`src/rtl/chk_verdict.sv`:
```
module chk_verdict #(
  parameter int           W      = 16,
  parameter logic [W-1:0] GOLDEN = '0
) (
  input  logic         clk,
  input  logic         rst_n,
  input  logic         clr_i,
  input  logic         final_i,
  input  logic [W-1:0] sig_i,
  output logic         accept_o,
  output logic         reject_o,
  output logic         done_o
);
  logic acc_q, acc_d, rej_q, rej_d, done_q, done_d;
  logic match;

  always_comb begin
    match  = (sig_i == GOLDEN);
    done_d = final_i && !clr_i;
    acc_d  = acc_q;
    rej_d  = rej_q;
    if (clr_i) begin
      acc_d = 1'b0;
      rej_d = 1'b0;
    end else if (final_i) begin
      acc_d = match;
      rej_d = !match;
    end
  end

  always_ff @(posedge clk or negedge rst_n) begin
    if (!rst_n) begin
      acc_q  <= 1'b0;
      rej_q  <= 1'b0;
      done_q <= 1'b0;
    end else begin
      acc_q  <= acc_d;
      rej_q  <= rej_d;
      done_q <= done_d;
    end
  end

  assign accept_o = acc_q;
  assign reject_o = rej_q;
  assign done_o   = done_q;

  assert_excl_R7: assert property (@(posedge clk) disable iff (!rst_n)
    !(accept_o && reject_o));
  assert_hold_R7: assert property (@(posedge clk) disable iff (!rst_n)
    ((accept_o || reject_o) && !clr_i) |=> $stable({accept_o, reject_o}));
  assert_done_R6: assert property (@(posedge clk) disable iff (!rst_n)
    done_o |-> (accept_o ^ reject_o));
  assert_start_R2: assert property (@(posedge clk) disable iff (!rst_n)
    clr_i |=> (!accept_o && !reject_o && !done_o));
endmodule

```
`config.mk`:
```
export PLATFORM = sky130hd
export DESIGN_NAME = chk_verdict
export DESIGN_NICKNAME = d
export VERILOG_FILES = /design/src/rtl/chk_verdict.sv
export SDC_FILE = /design/constraint.sdc
export NUM_CORES = 1
export LEC_CHECK = 0
export ABC_CLOCK_PERIOD_IN_PS = 1100
export BUFFER_PORTS_ARGS = -buffer_cell sky130_fd_sc_hd__buf_2
export CAP_MARGIN = 10
export CORE_AREA = 2 2 39 41
export DETAILED_ROUTE_END_ITERATION = 16
export DIE_AREA = 0 0 41 43
export SKIP_LAST_GASP = 1
export SYNTH_ARGS = -nofsm -noshare
export SYNTH_HDL_FRONTEND = slang
export SYNTH_SLANG_ARGS = --single-unit
```
`constraint.sdc`:
```
create_clock -name clk -period 1.1 [get_ports clk]
set_input_delay 0.11 -clock clk [delete_from_list [all_inputs] [get_ports clk]]
set_output_delay 0.11 -clock clk [all_outputs]
set_load 0.005 [all_outputs]
```
==> results_dict.tcl <==
set metrics [dict create \
    cp_data_arrival_time_ns 0.73 \
    syn_inst 14 \
    path_class "reg2out" \
    ios 23 \
    synth_compound_area_frac 0.08462 \
    power.internal_w 0.0002873 \
    fmax_mhz 1189 \
    seq_power_share 0.321 \
    finalSetupViolCount 0 \
    finalWorstPathRequiredPeriod_ns 0.8414 \
    clock_skew_ns 0 \
    grt_use_total 0.06351 \
    wl_met3_um 92 \
    highest_layer "met4" \
    wire_per_inst_um 7.596 \
    yosysWarnings 0 \
    viasPerCell 3.895 \
    tightest_slew_ns 0.2287 \
    synth.top_cell.area_share 0.4615 \
    synth_edf_count 0 \
    slew_violations 0 \
    p_comb_frac 0.159 \
    synthAdderAreaFrac 0 \
    timing.slew.headroom 0.8463 \
    die_x_um 41 \
    rsz0062_at_grt "no" \
    wl_met1_um 143 \
    clock_latency_ns 0.23 \
    ir_drop_mv 0.2785 \
    post_cts_buffers 0 \
    synth.most_common_cell "nor4_2" \
    netlist_top_cells_count "4 x nor4_2, 3 x dfrtp_1" \
    worst_setup_path_end_kind "output port" \
    clock_tree.htree_level_count 1 \
    placed_cell_area_um2 292.8 \
    yosysSeqAreaShare 0.4615 \
    core-area_mm2 0.001384 \
    yosys-top-cells-area "dfrtp_1 46%, nor4_2 31%, a22o_1 5.4%" \
    routed_wl_um 433 \
    fin_tns_setup_ns 0 \
    yosys.area_share.simple 0.4308 \
    ys_types 9 \
    die_h_um 43 \
    synth_top_family_by_area "simple AND/OR/NAND/NOR gates" \
    wl_met2_um 188 \
    cts_buffers 3 \
    clock_path_buffers 2 \
    grt_pass1_wl_um 655 \
    dr.pass1.iters 1 \
    avgSynthCellArea_um2 11.62 \
    n_antenna_cell 0 \
    fp.dieArea_mm2 0.001763 \
    synth-xor-area-share 0 \
    syn_area_um2 162.7 \
    p_per_area_mw_per_mm2 1113 \
    antenna_left 0 \
    design_area_um2 329.1 \
    finalNetCount 62 \
    nFillCells 159 \
    cts_tree "yes" \
    route.detailed.drc 0 \
    rows 14 \
    hold_violations 0 \
    p_switching_w 0.00007886 \
    place_congestion 0.5921 \
    grt_overflow 0 \
    drt-initial-drc-count 0 \
    critical-path-top-delay-family "flip-flops" \
    whs_ns 0.1359 \
    synth_top_area_cell "dfrtp_1" \
    drive_gt1_frac 0.7073 \
    dr_total_vias 222 \
    synth_fp_nets 34 \
    post_cts_resize_count 0 \
    hold_class "in2reg" \
    maxCapViolCount 0 \
    crit_fanout 2 \
    ys_seq_elements 3 \
    cpPeakStageDelay_ns 0.37 \
    cts.hold.buffers_added 1 \
    status "finished, final reports clean" \
    startpoint_type "flop" \
    area_growth_pct 102.3 \
    cp.required_ns 0.99 \
    p_leak_nw 0.1698 \
    fin_crit_sh 0.7649 \
    p_clk_frac 0.520 \
    switching_share 0.2154 \
    io_buffers 22 \
    clock_sinks 3 \
    synthArstFlopShare 1.000 \
    synthMuxAreaShare 0 \
    cts_root_buf "clkbuf_4" \
    yosys_most_used_dff "dfrtp_1" \
    critPathBufInv 1 \
    grt_pass1_vias 168 \
    grt_start_max_net_pins 4 \
    start_util 0.1175 \
    antenna_found_initial 0 \
    slowest_stage "dfrtp_1" \
    clk_pin_slew_ns 0.04 \
    crit_chain "buf_2" \
]
## cells in the final DEF, fill, tap and decap left out, drive strengths merged, types with 3 or more instances in the layout
cell type,n
buf,22
clkbuf,4
nor4,4
dfrtp,3
## sequential cells by signal (all words and copies together), names as in the netlist
name	count
done_o	1
accept_o	1
reject_o	1
## cell type report
class / instances / area (um2) / area share
flip-flops and latches: 3 / 75.07 / 0.2281
multi-input cells: 10 / 83.83 / 0.2548
repair buffers: 23 / 120.1 / 0.3650
inverters: 1 / 3.754 / 0.01141
clock buffers: 4 / 26.28 / 0.07985
well taps: 16 / 20.02 / 0.06084
## power by group through the flow
stage / Sequential [W] / Clock [W] / Combinational, W
after floorplan: 0.000119 / 0 / 0.0000106
after global placement: 0.000119 / 0 / 0.0000559
after detailed placement: 0.000119 / 0 / 0.0000568
after CTS: 0.000118 / 0.000202 / 0.0000596
after global routing: 0.000118 / 0.000209 / 0.0000644
final: 0.000117 / 0.000190 / 0.0000584
## through the flow
step | utilization | power [W] | std cells | setup WS [ns]
final | 0.2378 | 0.0003662 | 57 | 0.2586
after global routing | 0.2378 | 0.0003909 | 57 | 0.2329
after CTS | 0.2378 | 0.0003793 | 57 | 0.2431
after detailed placement | 0.2116 | 0.0001757 | 52 | 0.05617
after global placement | 0.2116 | 0.0001748 | 52 | 0.09144
after floorplan | - | 0.0001298 | 14 | 0.2781
## kinds of logic (layout without fill, tap and decap cells)
| kind of cell | Yosys count | in the layout |
|---|---|---|
| AO/OA/AOI/OAI | 2 | 2 |
| buffers and inverters | 1 | 28 |
| AND/OR/NAND/NOR | 8 | 8 |
| flip-flops | 3 | 3 |
## path summary, 6_finish.rpt
kind | slack, ns | cells after the start | startpoint | to
max | 0.26 | 1 | reject_o | reject_o
min | 0.14 | 3 | final_i | done_o
max reg2reg | 0.42 | 1 | reject_o | reject_o
min reg2reg | 0.47 | 2 | accept_o | accept_o
max in group asynchronous | 0.79 | 2 | rst_n | reject_o
min in group asynchronous | 0.21 | 2 | rst_n | accept_o
## per-layer routing
layer,GRT usage,up-vias
met5,0,-
met4,0.08000,0
met3,0.04712,2
met2,0.07188,17
met1,0.06189,95
li1,-,108
(Power assumes the default switching activity.)
